===== src/rtl/uart_addr_rx_pkg.sv =====
// Shared types for the multidrop serial receiver.
package uart_addr_rx_pkg;
    // Receiver sequencing state
    typedef enum logic {
        RX_IDLE = 1'b0,
        RX_BUSY = 1'b1
    } rx_state_t;
endpackage


===== src/rtl/uart_rx_sampler.sv =====
// Start detection, mid-bit sampling and the input shift register.
// Assumes: rxd is already synchronous to clk; OVS is a power of two, so the
// oversampling counter wraps on its own; mode inputs stay fixed during a frame.
// Gives one-cycle event pulses at the ninth-bit and stop-bit samples, and the
// frame's data byte and mark bit as seen at that moment.
module uart_rx_sampler
    import uart_addr_rx_pkg::*;
#(
    parameter int OVS    = 16,
    parameter int DATA_W = 8
) (
    input  logic              clk,
    input  logic              rst_n,
    input  logic              rxd,
    input  logic              tick,
    input  logic              rx_en,
    input  logic              nine_bit,
    output logic              ev_ninth,
    output logic              ev_stop,
    output logic              ev_bit,
    output logic [DATA_W-1:0] frame_data,
    output logic              frame_mark
);
    localparam int CNT_W = $clog2(OVS);
    localparam int IDX_W = $clog2(DATA_W + 3);
    localparam int SR_W  = DATA_W + 1;
    localparam logic [CNT_W-1:0] MID_C      = CNT_W'(OVS / 2 - 1);
    localparam logic [IDX_W-1:0] IDX_FIRST  = IDX_W'(1);
    localparam logic [IDX_W-1:0] IDX_LASTD  = IDX_W'(DATA_W);
    localparam logic [IDX_W-1:0] IDX_NINTH  = IDX_W'(DATA_W + 1);
    localparam logic [IDX_W-1:0] IDX_STOP9  = IDX_W'(DATA_W + 2);

    rx_state_t        state;
    logic [CNT_W-1:0] cnt;
    logic [IDX_W-1:0] idx;
    logic [SR_W-1:0]  sr;
    logic             line_q;
    logic [IDX_W-1:0] last_idx;
    logic             sample_now;
    logic             shift_en;

    // Index of the stop bit for the selected frame length
    assign last_idx   = nine_bit ? IDX_STOP9 : IDX_NINTH;
    // A mid-bit sample is taken on this cycle
    assign sample_now = (state == RX_BUSY) && tick && rx_en && (cnt == MID_C);
    // Data bits and the ninth bit enter the shift register; the stop bit does not
    assign shift_en   = ((idx >= IDX_FIRST) && (idx <= IDX_LASTD)) ||
                        (nine_bit && (idx == IDX_NINTH));

    assign ev_ninth   = sample_now && nine_bit && (idx == IDX_NINTH);
    assign ev_stop    = sample_now && (idx == last_idx);
    assign ev_bit     = rxd;

    // Byte and mark as they stand at the current event
    always_comb begin
        if (nine_bit && (idx == IDX_STOP9)) begin
            frame_data = sr[DATA_W-1:0];
            frame_mark = sr[SR_W-1];
        end else begin
            frame_data = sr[SR_W-1:1];
            frame_mark = rxd;
        end
    end

    // Sequencing: edge detect, counter realign, sampling and shifting
    always_ff @(posedge clk) begin
        if (!rst_n) begin
            state  <= RX_IDLE;
            cnt    <= '0;
            idx    <= '0;
            sr     <= '1;
            line_q <= 1'b1;
        end else begin
            if (tick) line_q <= rxd;
            case (state)
                RX_IDLE: begin
                    if (tick && rx_en && line_q && !rxd) begin
                        state <= RX_BUSY;
                        cnt   <= '0;
                        idx   <= '0;
                        sr    <= '1;
                    end
                end
                default: begin
                    if (!rx_en) begin
                        state <= RX_IDLE;
                    end else if (tick) begin
                        cnt <= cnt + 1'b1;
                        if (cnt == MID_C) begin
                            if ((idx == '0) && rxd) state <= RX_IDLE;
                            else if (idx == last_idx) state <= RX_IDLE;
                            else idx <= idx + 1'b1;
                            if (shift_en) sr <= {rxd, sr[SR_W-1:1]};
                        end
                    end
                end
            endcase
        end
    end


    disabled_idle_chk: assert property (@(posedge clk) disable iff (!rst_n)
        !rx_en |=> state == RX_IDLE);

    stop_ends_frame_chk: assert property (@(posedge clk) disable iff (!rst_n)
        ev_stop |=> state == RX_IDLE);

    no_event_in_start_chk: assert property (@(posedge clk) disable iff (!rst_n)
        (ev_ninth || ev_stop) |-> idx != '0);
endmodule


===== src/rtl/uart_addr_match.sv =====
// Address filter: a masked individual compare and a broadcast compare.
// Purely combinational; the byte under test comes from the sampler.
module uart_addr_match #(
    parameter int W = 8
) (
    input  logic [W-1:0] addr,
    input  logic [W-1:0] own,
    input  logic [W-1:0] mask,
    output logic         hit
);
    logic [W-1:0] bcast_pat;
    logic         given_hit;
    logic         bcast_hit;

    // Enabled positions equal the own address
    assign given_hit = (((addr ^ own) & mask) == '0);
    // Broadcast pattern needs a 1 wherever own|mask is 1
    assign bcast_pat = own | mask;
    assign bcast_hit = (((~addr) & bcast_pat) == '0);
    assign hit       = given_hit || bcast_hit;
endmodule


===== src/rtl/uart_rx_flags.sv =====
// Acceptance rules, the receive flag, the sticky framing error and the
// output registers. Assumes the sampler events are single-cycle pulses.
module uart_rx_flags #(
    parameter int DATA_W = 8
) (
    input  logic              clk,
    input  logic              rst_n,
    input  logic              ev_ninth,
    input  logic              ev_stop,
    input  logic              ev_bit,
    input  logic [DATA_W-1:0] frame_data,
    input  logic              frame_mark,
    input  logic              nine_bit,
    input  logic              mp_en,
    input  logic              chk_en,
    input  logic              addr_hit,
    input  logic              ri_clr,
    input  logic              fe_clr,
    output logic              ri_q,
    output logic              fe_q,
    output logic [DATA_W-1:0] data_q,
    output logic              bit9_q
);
    logic commit_pt;
    logic accept;
    logic fe_set;

    // Decision point: ninth bit for unchecked nine-bit frames, else stop bit
    assign commit_pt = (nine_bit && !chk_en) ? ev_ninth : ev_stop;
    // Filter: mark bit set and address hit when filtering is on
    assign accept    = commit_pt && (!mp_en || (frame_mark && addr_hit));
    // Stop bit read as 0 while checking
    assign fe_set    = ev_stop && chk_en && !ev_bit;

    // Receive flag and captured frame
    always_ff @(posedge clk) begin
        if (!rst_n) begin
            ri_q   <= 1'b0;
            data_q <= '0;
            bit9_q <= 1'b0;
        end else if (accept) begin
            ri_q   <= 1'b1;
            data_q <= frame_data;
            bit9_q <= frame_mark;
        end else if (ri_clr) begin
            ri_q   <= 1'b0;
        end
    end

    // Sticky framing error
    always_ff @(posedge clk) begin
        if (!rst_n)      fe_q <= 1'b0;
        else if (fe_set) fe_q <= 1'b1;
        else if (fe_clr) fe_q <= 1'b0;
    end


    fe_sticky_chk: assert property (@(posedge clk) disable iff (!rst_n)
        fe_q && !fe_clr |=> fe_q);

    fe_needs_check_chk: assert property (@(posedge clk) disable iff (!rst_n)
        !chk_en && !fe_q |=> !fe_q);

    ri_hold_chk: assert property (@(posedge clk) disable iff (!rst_n)
        ri_q && !ri_clr |=> ri_q);

    ri_rise_at_event_chk: assert property (@(posedge clk) disable iff (!rst_n)
        $rose(ri_q) |-> $past(ev_ninth || ev_stop));
endmodule


===== src/rtl/uart_addr_rx.sv =====
// Top of the multidrop serial receiver: sampler, address filter, flag logic.
// Assumes rxd is synchronous to clk and tick16 is a single-cycle pulse.
module uart_addr_rx #(
    parameter int OVS    = 16,
    parameter int DATA_W = 8
) (
    input  logic              clk,
    input  logic              rst_n,
    input  logic              rxd,
    input  logic              tick16,
    input  logic              rx_en,
    input  logic              nine_bit,
    input  logic              mp_en,
    input  logic              frm_chk_en,
    input  logic [DATA_W-1:0] own_addr,
    input  logic [DATA_W-1:0] addr_mask,
    input  logic              ri_clr,
    input  logic              fe_clr,
    output logic [DATA_W-1:0] rx_data,
    output logic              rx_bit9,
    output logic              fe_flag,
    output logic              ri_flag
);
    logic              ev_ninth;
    logic              ev_stop;
    logic              ev_bit;
    logic [DATA_W-1:0] frame_data;
    logic              frame_mark;
    logic              addr_hit;

    uart_rx_sampler #(.OVS(OVS), .DATA_W(DATA_W)) u_sampler (
        .clk        (clk),
        .rst_n      (rst_n),
        .rxd        (rxd),
        .tick       (tick16),
        .rx_en      (rx_en),
        .nine_bit   (nine_bit),
        .ev_ninth   (ev_ninth),
        .ev_stop    (ev_stop),
        .ev_bit     (ev_bit),
        .frame_data (frame_data),
        .frame_mark (frame_mark)
    );

    uart_addr_match #(.W(DATA_W)) u_match (
        .addr (frame_data),
        .own  (own_addr),
        .mask (addr_mask),
        .hit  (addr_hit)
    );

    uart_rx_flags #(.DATA_W(DATA_W)) u_flags (
        .clk        (clk),
        .rst_n      (rst_n),
        .ev_ninth   (ev_ninth),
        .ev_stop    (ev_stop),
        .ev_bit     (ev_bit),
        .frame_data (frame_data),
        .frame_mark (frame_mark),
        .nine_bit   (nine_bit),
        .mp_en      (mp_en),
        .chk_en     (frm_chk_en),
        .addr_hit   (addr_hit),
        .ri_clr     (ri_clr),
        .fe_clr     (fe_clr),
        .ri_q       (ri_flag),
        .fe_q       (fe_flag),
        .data_q     (rx_data),
        .bit9_q     (rx_bit9)
    );
endmodule


===== config.mk =====
export PLATFORM = sky130hd
export DESIGN_NAME = uart_addr_rx
export DESIGN_NICKNAME = d
export VERILOG_FILES = /design/src/rtl/uart_addr_rx_pkg.sv /design/src/rtl/uart_rx_sampler.sv /design/src/rtl/uart_addr_match.sv /design/src/rtl/uart_rx_flags.sv /design/src/rtl/uart_addr_rx.sv
export SDC_FILE = /design/constraint.sdc
export NUM_CORES = 1
export LEC_CHECK = 0
export BUFFER_PORTS_ARGS = -buffer_cell sky130_fd_sc_hd__buf_2
export CORE_MARGIN = 1.5
export CORE_UTILIZATION = 47
export DETAILED_ROUTE_END_ITERATION = 6
export GPL_TIMING_DRIVEN = 0
export PLACE_DENSITY = 0.69
export SLEW_MARGIN = 15
export SYNTH_ARGS = -nofsm -noshare
export SYNTH_HDL_FRONTEND = slang
export SYNTH_SLANG_ARGS = --single-unit

===== constraint.sdc =====
create_clock -name clk -period 3.1 [get_ports clk]
set_input_delay 0.155 -clock clk [delete_from_list [all_inputs] [get_ports clk]]
set_output_delay 0.155 -clock clk [all_outputs]
set_load 0.05 [all_outputs]

==> After elaboration in Yosys (flattened, before gate mapping) <==
Cells that the tools add are included.
{ "classes": {"bitwise": 5, "reduce_logical": 33, "magnitude_cmp": 2, "n_eq_ne": 10, "muxes": 31, "add_sub_neg": 2} }
{ "op_table": {"columns": ["op", "n"], "rows": [
  ["2-to-1 mux 9 bit", 6],
  ["2-to-1 mux 4 bit", 10],
  ["logical AND 1 bit", 18],
  ["AND 8 bit", 2],
  ["zero test 8 bit", 2],
  ["2-to-1 mux 1 bit", 13],
  ["!= test 2 bit (second input constant)", 6],
  ["adder 4 x 1 -> 4 bit (second input constant)", 2],
  ["equality test 4 bit (second input constant)", 2],
  ["2-to-1 mux 8 bit", 1],
  ["NOT 8 bit", 1],
  ["OR 8 bit", 1],
  ["bitwise XOR 8 bit", 1],
  ["AND reduction 6 bit", 1],
  ["nonzero test 2 bit", 3],
  ["AND reduction 5 bit", 1],
  ["equality test 4 x 3 -> 1 bit (second input constant)", 1],
  ["equality test 4 bit", 1],
  [">= comparator 4 x 1 -> 1 bit (second input constant)", 1],
  ["less-or-equal comparator 4 bit (second input constant)", 1],
  ["zero test 4 bit", 1],
  ["zero test 1 bit", 3],
  ["logical OR 1 bit", 3],
  ["AND reduction 3 bit", 1],
  ["2-to-1 mux 2 bit", 1]
]} }
{ "totals": {"register_bits": 30, "wordCells": 92, "in_bits": 26} }

==> Longest topological paths before layout <==
Gate-level depths: netlist (run 1).
{ "depth": {"ltp_word": 11, "depth_mapped": 10, "ltp_nobuf": 8} }

==> By module <==
From an unflattened synthesis (run 1), not the netlist that was laid out.
{ "hier_totals": {"cells_unflattened": 243, "area_unflattened_um2": 1998.2} }
{ "by_module_without_submodules": {"columns": ["mod", "cells_per_inst", "area_each_um2", "instances"], "rows": [
  ["uart_rx_sampler", 165, 1333.8, 1],
  ["uart_rx_flags", 52, 479.2, 1],
  ["uart_addr_match", 26, 185.2, 1]
]} }

==> Least setup slack after synthesis (run 1) <==
Ideal clock, no wire load.
{ "synth_path": {"kind": "register to register", "from": "register u_sampler.idx[0]", "to": "register u_flags.data_q[0]", "synth_period_minus_slack_ps": 2425, "stages_incl_launch_ff": 11, "path_slack_ps": 675, "t_arrival_ps": 2304, "path_cell_list": "dfxtp_1 > inv_1 > ha_1 > and4b_1 > buf_2 > nand2_1 > mux2i_1 > a221o_1 > o32a_1 > buf_6 > mux2_4"} }
{ "synth_between": {"elab_chain_len": 10} }
{ "synth_lines": {"columns": ["element", "line_no", "text"], "rows": [
  ["from (decl)", "uart_rx_sampler.sv:35", "logic [IDX_W-1:0] idx;"],
  ["from (signal assigned)", "uart_rx_sampler.sv:92", "else idx <= idx + 1'b1;"],
  ["equality test 4 bit", "uart_rx_sampler.sv:56", "if (nine_bit && (idx == IDX_STOP9)) begin"],
  ["logical AND 1 bit", "uart_rx_sampler.sv:56", null],
  ["2-to-1 mux 8 bit", "uart_rx_sampler.sv:56", null],
  ["bitwise XOR 8 bit / NOT 8 bit (equally long branches)", "uart_addr_match.sv:16, uart_addr_match.sv:19", null],
  ["AND 8 bit, on equally long branches", "uart_addr_match.sv:16, uart_addr_match.sv:19", null],
  ["zero test 8 bit, on equally long branches", "uart_addr_match.sv:16, uart_addr_match.sv:19", null],
  ["logical OR 1 bit", "uart_addr_match.sv:20", "assign hit = given_hit || bcast_hit;"],
  ["logical AND 1 bit", "uart_rx_flags.sv:31", "assign accept = commit_pt && (!mp_en || (frame_mark && addr_hit));"],
  ["logical OR 1 bit", "uart_rx_flags.sv:31", null],
  ["logical AND 1 bit", "uart_rx_flags.sv:31", null],
  ["to (signal assigned)", "uart_rx_flags.sv:43", "data_q <= frame_data;"],
  ["to (decl)", "uart_rx_flags.sv:21", "output logic [DATA_W-1:0] data_q,"]
]} }
Several ways; a longest one is shown, not always the timed one.
A chain may end at the register's enable or synchronous reset.

==> Worst setup path in the final report (run 1) <==
Ends and elaborated chain as after synthesis.

==> results of run 1 <==
[how the worst max path moves through the flow]
stage	cells after the start	startpoint	endpoint	slack (ps)
after floorplan	10	u_sampler.idx[0]	u_flags.data_q[0]	670
after global placement	10	u_sampler.idx[0]	u_flags.data_q[0]	490
after detailed placement	10	u_sampler.idx[0]	u_flags.data_q[5]	480
after CTS	10	u_sampler.idx[0]	u_flags.data_q[5]	480
after global routing	8	u_sampler.idx[1]	u_sampler.sr[3]	360
final	10	u_sampler.idx[0]	u_flags.data_q[0]	490
[worst reg2reg max path, stage by stage (launching register included)]
cell and delay (ps):
dfxtp_1 430, inv_1 140, ha_1 260, and4b_1 220
buf_2 180, nand2_1 80, mux2i_1 70, a221o_1 340
o32a_1 340, buf_6 160, mux2_4 290
[routing by layer]
layer	up-vias	wire length (um)	global-route usage
met1	879	2140	0.275
met5	-	0	0
met2	38	2280	0.377
li1	961	-	-
met3	4	223	0.0503
met4	0	49	0.0725
[cells in the mapped netlist, types with 8 or more instances]
| cell | number | area share |
|---|---|---|
| nor2_1 | 9 | 0.017 |
| nor3_1 | 13 | 0.032 |
| xor2_1 | 8 | 0.035 |
| clkbuf_1 | 11 | 0.020 |
| mux2i_1 | 13 | 0.064 |
| nand2_1 | 44 | 0.082 |
| nand3b_1 | 9 | 0.033 |
| dfxtp_1 | 30 | 0.30 |
| nand2b_1 | 9 | 0.028 |
| o21ai_0 | 12 | 0.030 |
| nor2b_1 | 11 | 0.034 |
[cells by family after synthesis]
group	after synthesis
XOR/XNOR	8
adder cells (fa/ha/maj)	6
AND/OR/NAND/NOR	114
multiplexers	17
buffers and inverters	22
flip-flops	30
AO/OA/AOI/OAI	51
[flip-flops by register name (all words and copies together) (netlist names)]
signal and count:
u_sampler.line_q 1, u_flags.ri_q 1, u_sampler.idx 4, u_flags.fe_q 1, u_sampler.sr 9, u_sampler.cnt 4
u_sampler.state 1, u_flags.bit9_q 1, u_flags.data_q 8
[power groups by stage]
stage	sequential (mW)	clock, mW	combinational [mW]
2_1_floorplan	0.396	0	0.0344
3_3_place_gp	0.397	0	0.0692
3_5_place_dp	0.397	0	0.0693
4_1_cts	0.388	0.350	0.0696
5_1_grt	0.388	0.364	0.0773
6_report	0.388	0.339	0.0698
[layout make-up]
cell class                 count  area [sq um]  area share
sequential                    30           601       0.255
inverter                       7          26.3      0.0112
tap                           50          62.6      0.0266
multi-input combinational    196          1320       0.561
buffer                        15          73.8      0.0314
timing repair buffer          35           175      0.0745
clock inverter                 2          12.5     0.00532
clock buffer                   6          82.6      0.0351
==> results.cfg, run 1 <==
[status]
status = completed

[yosys]
synth_top_family_by_area = simple AND/OR/NAND/NOR gates
netlist_area_sq_um = 2020
ys_ff_latch = 30
synthCells = 248
muxShareOfSynthArea = 0.0942
synthAdderAreaFrac = 0.0372
ys_seq_area_frac = 0.297
synth_ff_type = dfxtp_1
synth_compound_area_frac = 0.182
synth_area_per_cell_sq_um = 8.14
ys_warn_count = 0
synth-simple-area-share = 0.305
synth_edf_count = 0
synth_cell_types = 48
synth_xor_area_frac = 0.0347
async_flop_share = 0
synth.net_count = 280

[cts]
post_cts_buffers = 0
cts_sinks = 30
clockBufferDepth = 2
cts_max_level = 2
clk_latency_ps = 290
cts_buffers = 5
cts_tree = built
clkTransAtPathRegs_ps = 70
cts_hold_buffers = 0
root_buffer = clkbuf_8
cts_resized = 0

[detailed_routing]
vias = 1882
viasPerCell = 5.52
ant_nets = 0
wl_per_cell_um = 13.7
drt_iter0_markers = 94
drt_pre_antenna_iters = 4
drc = 0
finalWirelength_um = 4690

[power_and_ir_drop]
pwr-share-clk = 0.425
power_density_nw_per_um2 = 339
p_comb_frac = 0.088
total_power_uw = 797
switching_share = 0.255
p_leak_nw = 1.11
peakVddDrop_uv = 229
switchingPower_uw = 203
internal_power_uw = 594
seqPwrFrac = 0.487

[setup_path]
critPathLaunchType = flop
arrival_ps = 2790
regToRegStartpoint = u_sampler.idx[0]
critical_path_class = reg2reg
required_ps = 3280
crit_fanout = 10
path_cells = inv_1 > ha_1 > and4b_1 > buf_2 > nand2_1 > mux2i_1 > a221o_1 > o32a_1 > buf_6 > mux2_4
worstRegToRegCells = 10
slowest_delay_ps = 430
r2r_end = u_flags.data_q[0]
endpoint_kind = flop
cpLargestDelayFamily = compound AO/OA/AOI/OAI gates
critPathBufInv = 3
crit_slowest_cell = dfxtp_1
r2r_slack_ps = 490

[timing]
finalSetupTns_ps = 0
finalWorstSetupSlack_ps = 492
worst_slew_pin_slew_ps = 516
whs_ps = 131
report.final.slew_viol_count = 0
finalCritPeriodShare = 0.841
relSlewSlack = 0.654
skew_ps = 7.49
finalHoldViolCount = 0
fin_crit_ps = 2610
setup_violations = 0
max_freq_ghz = 0.383
rsz0062_at_grt = false

[global_route]
grt_pass1_wl_um = 7670
grt_max_degree = 11
grtUsageTotal = 0.222
grt_antenna_before_repair = 0
grt_pass1_vias = 1710
grt_overflow_total = 0

[placed_design]
dp_hpwl_um = 3540
dp.cells = 333
port_buffers = 35
pre_cts_ws_ps = 479
dpl_cell_area_sq_um = 2260
gp_congestion = 0.849

[worst_hold_path]
hold_path_depth = 3
worstHoldStart = ri_clr
hold_class = in2reg
whs_endpoint = u_flags.ri_q

[layout]
syn2layout_area_growth_pct = 16.5
drive_gt1_frac = 0.189
antenna_cells = 0
stdcell_count = 341
fin_area_sq_um = 2350
final_common_cell = nand2_1
final_cell_mix = nand2_1 (44), buf_2 (37), dfxtp_1 (30)
post-route-util = 0.580
fill_cells = 389
nNetsFinal = 322

[floorplan]
dieArea_sq_um = 4700
coreArea_sq_um = 4060
chipHeight_um = 68.6
rows = 23
io_pins = 37
die_w_um = 68.6
start_util = 0.498

[job]
cap_violations = 0
Note: power is estimated with default switching activity, not from simulation.
==> inputs of run 2 (changes only) <==
==> constraint.sdc (replaced) <==
create_clock -name clk -period 2.7 [get_ports clk]
set_input_delay 0.135 -clock clk [delete_from_list [all_inputs] [get_ports clk]]
set_output_delay 0.135 -clock clk [all_outputs]
set_load 0.05 [all_outputs]
==> run 2 against run 1 <==
Final cell count did not move; sequential share of layout area barely moved; via count rose by 1.6%; register-to-register slack got worse by 320 ps; sequential power rose by 15%; global-route usage did not move.
==> results.cfg, run 2 (same netlist as run 1, synthesis figures left out) <==
[status]
status = completed

[setup_path]
critPathBufInv = 3
slowest_delay_ps = 380
cp_num_cells = 10
path_cells = inv_1 > ha_1 > and4b_1 > buf_2 > nand2_1 > mux2i_1 > a221o_1 > o32a_1 > buf_6 > mux2_4
arrival_ps = 2710
crit_fanout = 10
cpLargestDelayFamily = compound AO/OA/AOI/OAI gates
crit_slowest_cell = dfxtp_2
required_ps = 2880
critPathLaunchType = flop
endpoint_kind = flop
critical_path_class = reg2reg
worstRegToRegCells = 10

[placed_design]
dp.cells = 333
dpl_cell_area_sq_um = 2260
gp_congestion = 0.849
port_buffers = 35
dp_hpwl_um = 3540

[floorplan]
start_util = 0.498
rows = 23
die_w_um = 68.6
coreArea_sq_um = 4060
chipHeight_um = 68.6
io_pins = 37
dieArea_sq_um = 4700

[timing]
finalHoldViolCount = 0
whs_ps = 111
skew_ps = 6.76
max_freq_ghz = 0.396
worst_slew_pin_slew_ps = 517
relSlewSlack = 0.652
setup_violations = 0
rsz0062_at_grt = false
finalSetupTns_ps = 0
fin_crit_ps = 2530
finalCritPeriodShare = 0.936
report.final.slew_viol_count = 0

[cts]
root_buffer = clkbuf_8
cts_max_level = 2
clkTransAtPathRegs_ps = 70
cts_tree = built
cts_sinks = 30
clk_latency_ps = 290
post_cts_buffers = 0
cts_buffers = 5
clockBufferDepth = 2

[detailed_routing]
finalWirelength_um = 4710
drt_iter0_markers = 115
drc = 0
vias = 1912
viasPerCell = 5.61
ant_nets = 0
drt_pre_antenna_iters = 4
wl_per_cell_um = 13.8

[global_route]
grt_pass1_wl_um = 7670
grtUsageTotal = 0.222
grt_pass1_vias = 1710
grt_max_degree = 11
grt_overflow_total = 0
grt_antenna_before_repair = 0

[power_and_ir_drop]
power_density_nw_per_um2 = 388
seqPwrFrac = 0.486
p_leak_nw = 1.11
pwr-share-clk = 0.425
p_comb_frac = 0.088
total_power_uw = 916
peakVddDrop_uv = 263
switching_share = 0.255
switchingPower_uw = 234
internal_power_uw = 682

[layout]
nNetsFinal = 322
largest_register_ffs = 9
drive_gt1_frac = 0.196
stdcell_count = 341
largestRegisters = u_sampler.sr x9, u_flags.data_q x8
regMostFlops = u_sampler.sr
antenna_cells = 0
final_cell_mix = nand2_1 (44), buf_2 (37), dfxtp_1 (29)
syn2layout_area_growth_pct = 16.9
final_common_cell = nand2_1
fin_area_sq_um = 2360

[worst_hold_path]
hold_class = in2reg
hold_path_depth = 3

[job]
cap_violations = 0
## run 2: final timing paths
kind | startpoint | end | slack, ps
worst max-delay path | u_sampler.idx[0] | u_flags.data_q[0] | 170
worst min-delay path | ri_clr | u_flags.ri_q | 110
worst max register to register | u_sampler.idx[0] | u_flags.data_q[0] | 170
worst min register to register | u_flags.bit9_q | u_flags.bit9_q | 460
## run 2: power by group through the flow
stage	sequential, mW	combinational, mW	clock [mW]
4_1_cts	0.445	0.0799	0.402
3_5_place_dp	0.455	0.0795	0
3_3_place_gp	0.455	0.0795	0
6_report	0.445	0.0810	0.390
2_1_floorplan	0.455	0.0394	0
5_1_grt	0.445	0.0892	0.418
## run 2: worst register-to-register path, stage by stage (launching register included)
cell	delay [ps]
dfxtp_2	380
inv_1	110
ha_1	260
and4b_1	220
buf_2	180
nand2_1	80
mux2i_1	70
a221o_1	340
o32a_1	340
buf_6	160
mux2_4	290
## run 2: area by class of cell
type	count	area [sq um]
buffer	15	73.8
clock buffer	6	82.6
clock inverter	2	12.5
fill	388	1700
inverter	7	26.3
multi-input combinational	196	1330
sequential	30	602
tap	50	62.6
timing repair buffer	35	175
## run 2: per-layer routing
metal | wire length, um | track usage | vias up
met4 | 57 | 0.0725 | 0
met5 | 0 | 0 | -
met1 | 2160 | 0.275 | 897
li1 | - | - | 961
met2 | 2250 | 0.377 | 48
met3 | 239 | 0.0503 | 6
## run 2: through the flow
stage | setup slack, ps | utilization
floorplan | 275 | -
global placement | 86.1 | 0.556
detailed placement | 79.4 | 0.556
CTS | 76.5 | 0.580
global route | 19.1 | 0.582
finish | 173 | 0.582
## run 2: what timing repair did
action	in CTS	in global routing
gates resized for setup	0	2
endpoints found under the setup margin	0	3
hold buffers	0	0
==> inputs of run 3 (changes only) <==
--- a/config.mk
+++ b/config.mk
@@ -10,8 +10,9 @@
 export CORE_UTILIZATION = 47
 export DETAILED_ROUTE_END_ITERATION = 6
 export GPL_TIMING_DRIVEN = 0
-export PLACE_DENSITY = 0.69
+export PLACE_DENSITY_LB_ADDON = 0.08
 export SLEW_MARGIN = 15
 export SYNTH_ARGS = -nofsm -noshare
 export SYNTH_HDL_FRONTEND = slang
+export SYNTH_HIERARCHICAL = 1
 export SYNTH_SLANG_ARGS = --single-unit
==> run 3 against run 2 <==
Register-to-register slack barely moved; power increased by 6.0%; combinational power up 77%; final cell count stayed put; first-iteration DRC count shrank 29%; count of clock-buffer cells in the layout up 1; clock skew increased by 4.2 ps; via count fell by 1.4%.
==> results.cfg, run 3 <==
[status]
status = completed

[cts]
cts_max_level = 2
clk_latency_ps = 280
cts_hold_buffers = 0
cts_buffers = 5
root_buffer = clkbuf_8
cts_tree = built
clkTransAtPathRegs_ps = 60
clockBufferDepth = 2
cts_sinks = 30

[timing]
finalCritPeriodShare = 0.936
finalHoldViolCount = 0
relSlewSlack = 0.592
max_freq_ghz = 0.396
report.final.slew_viol_count = 0
skew_ps = 10.9
rsz0062_at_grt = false
worst_slew_pin_slew_ps = 610
fin_crit_ps = 2530
setup_violations = 0

[yosys]
ys_warn_count = 6
yosysMostFrequentCell = nand2_1
synth_top_cell_by_area = dfxtp_1
synth_top_cell_area_share = 0.301
ys_ff_latch = 30
synthCells = 243
synth_cell_types = 48
synth.net_count = 275
synth_edf_count = 0
synth_ff_type = dfxtp_1
async_flop_share = 0
synth_area_leaders = dfxtp_1 (30%), nand2_1 (6.4%), o221a_1 (5.1%), mux2i_1 (5.0%), nor2b_1 (4.4%)
netlist_area_sq_um = 2000
ys_top_cells_by_count = nand2_1 (34), dfxtp_1 (30), inv_1 (17), nor2_1 (17), nor2b_1 (14)
ys_seq_area_frac = 0.301
synth_area_per_cell_sq_um = 8.22

[power_and_ir_drop]
power_density_nw_per_um2 = 390
p_leak_nw = 1.11
peakVddDrop_uv = 252

[setup_path]
critical_path_class = reg2reg
arrival_ps = 2730
crit_fanout = 10
required_ps = 2900
critPathLaunchType = flop
endpoint_kind = flop

[placed_design]
dp_hpwl_um = 3510
dpl_cell_area_sq_um = 2240
dp.cells = 328
gp_congestion = 0.798
port_buffers = 35

[floorplan]
coreArea_sq_um = 4060
start_util = 0.492
die_w_um = 68.2
io_pins = 37
dieArea_sq_um = 4650
rows = 23
chipHeight_um = 68.2

[global_route]
grtUsageTotal = 0.222
grt_antenna_before_repair = 0
grt_max_degree = 11
grt_pass1_wl_um = 7730
grt_overflow_total = 0
grt_pass1_vias = 1717

[detailed_routing]
drc = 0
finalWirelength_um = 4910
wl_per_cell_um = 14.4
drt_pre_antenna_iters = 4
ant_nets = 0
viasPerCell = 5.53
vias = 1885
drt_iter0_markers = 82

[layout]
drive_gt1_frac = 0.254
antenna_cells = 0
stdcell_count = 341
fin_area_sq_um = 2490
final_common_cell = buf_2
nNetsFinal = 322
largest_register_ffs = 9
regMostFlops = u_sampler/sr
largestRegisters = u_sampler/sr x9, u_flags/data_q x8
syn2layout_area_growth_pct = 24.5
final_cell_mix = buf_2 (37), nand2_1 (34), dfxtp_1 (27)

[job]
cap_violations = 0

[worst_hold_path]
hold_class = in2reg
-- run 3: cell count changes after synthesis, moves of 9 or more --
cell	change
inv_1	+11
nand2_1	-10
nor3_1	-11
nand2b_1	-9
o221a_1	+9
a31oi_1	+9
-- run 3: layout make-up --
class,instances,area (sq um)
fill,372,1570
multi-input combinational,185,1380
sequential,30,607
timing repair buffer,39,209
clock buffer,7,86.3
buffer,12,70.1
inverter,17,66.3
tap,50,62.6
clock inverter,1,5.00
-- run 3: layer usage --
metal | GRT usage | up-vias | wire length, um | part of all wire
met4 | 0.0775 | 0 | 63 | 0.013
met3 | 0.0510 | 6 | 197 | 0.040
met1 | 0.265 | 876 | 2260 | 0.46
met2 | 0.388 | 39 | 2390 | 0.49
met5 | 0 | - | 0 | 0
li1 | - | 964 | - | -
-- run 3: logic make-up after synthesis --
| logic type | share of synthesized area |
|---|---|
| compound gates | 0.224 |
| xor+xnor | 0.0438 |
| mux | 0.0614 |
| flops | 0.301 |
| simple gates | 0.272 |
| fa+ha+maj | 0.0376 |
| buf+inv | 0.0614 |
-- run 3: repair_timing --
item / CTS / global route
pin swaps: 0 / 1
gates resized for setup: 25 / 14
buffers inserted: 0 / 3
gates cloned: 0 / 2
setup endpoints to repair: 10 / 10
-- run 3: final timing paths --
kind / end / depth (start not counted) / from / slack [ps]
setup / recovery: u_flags/bit9_q / 12 / u_sampler/idx[3] / 170
hold / removal: u_sampler/state / 3 / rx_en / 120
setup reg to reg: u_flags/bit9_q / 12 / u_sampler/idx[3] / 170
hold reg to reg: u_flags/data_q[2] / 2 / u_flags/data_q[2] / 460
-- run 3: metrics by stage --
stage | setup slack [ps] | hold WS (ps) | util | power, mW | setup TNS [ps]
floorplan | 11.9 | 262 | - | 0.558 | 0
global placement | -586 | 401 | 0.551 | 0.606 | -5670
detailed placement | -643 | 404 | 0.551 | 0.607 | -6270
CTS | 14.3 | 109 | 0.589 | 0.978 | 0
global route | 12.9 | 121 | 0.613 | 1.01 | 0
finish | 172 | 119 | 0.613 | 0.971 | 0
-- run 3: power breakdown --
group | switching, mW | leakage, nW | internal, mW
registers | 0.00525 | 0.246 | 0.452
clock network | 0.165 | 0.0482 | 0.205
logic | 0.0938 | 0.816 | 0.0493
-- run 3: worst max-delay path, cell delays in order (launching register included) --
cell      delay (ps)
dfxtp_4          390
nor2b_4          210
nand3_4          130
buf_8            180
o21ai_4          170
xor2_1            90
a22oi_1          230
nand4_1          140
o31ai_2           90
nand2_1          120
a221oi_4         350
buf_6            180
mux2i_1          170
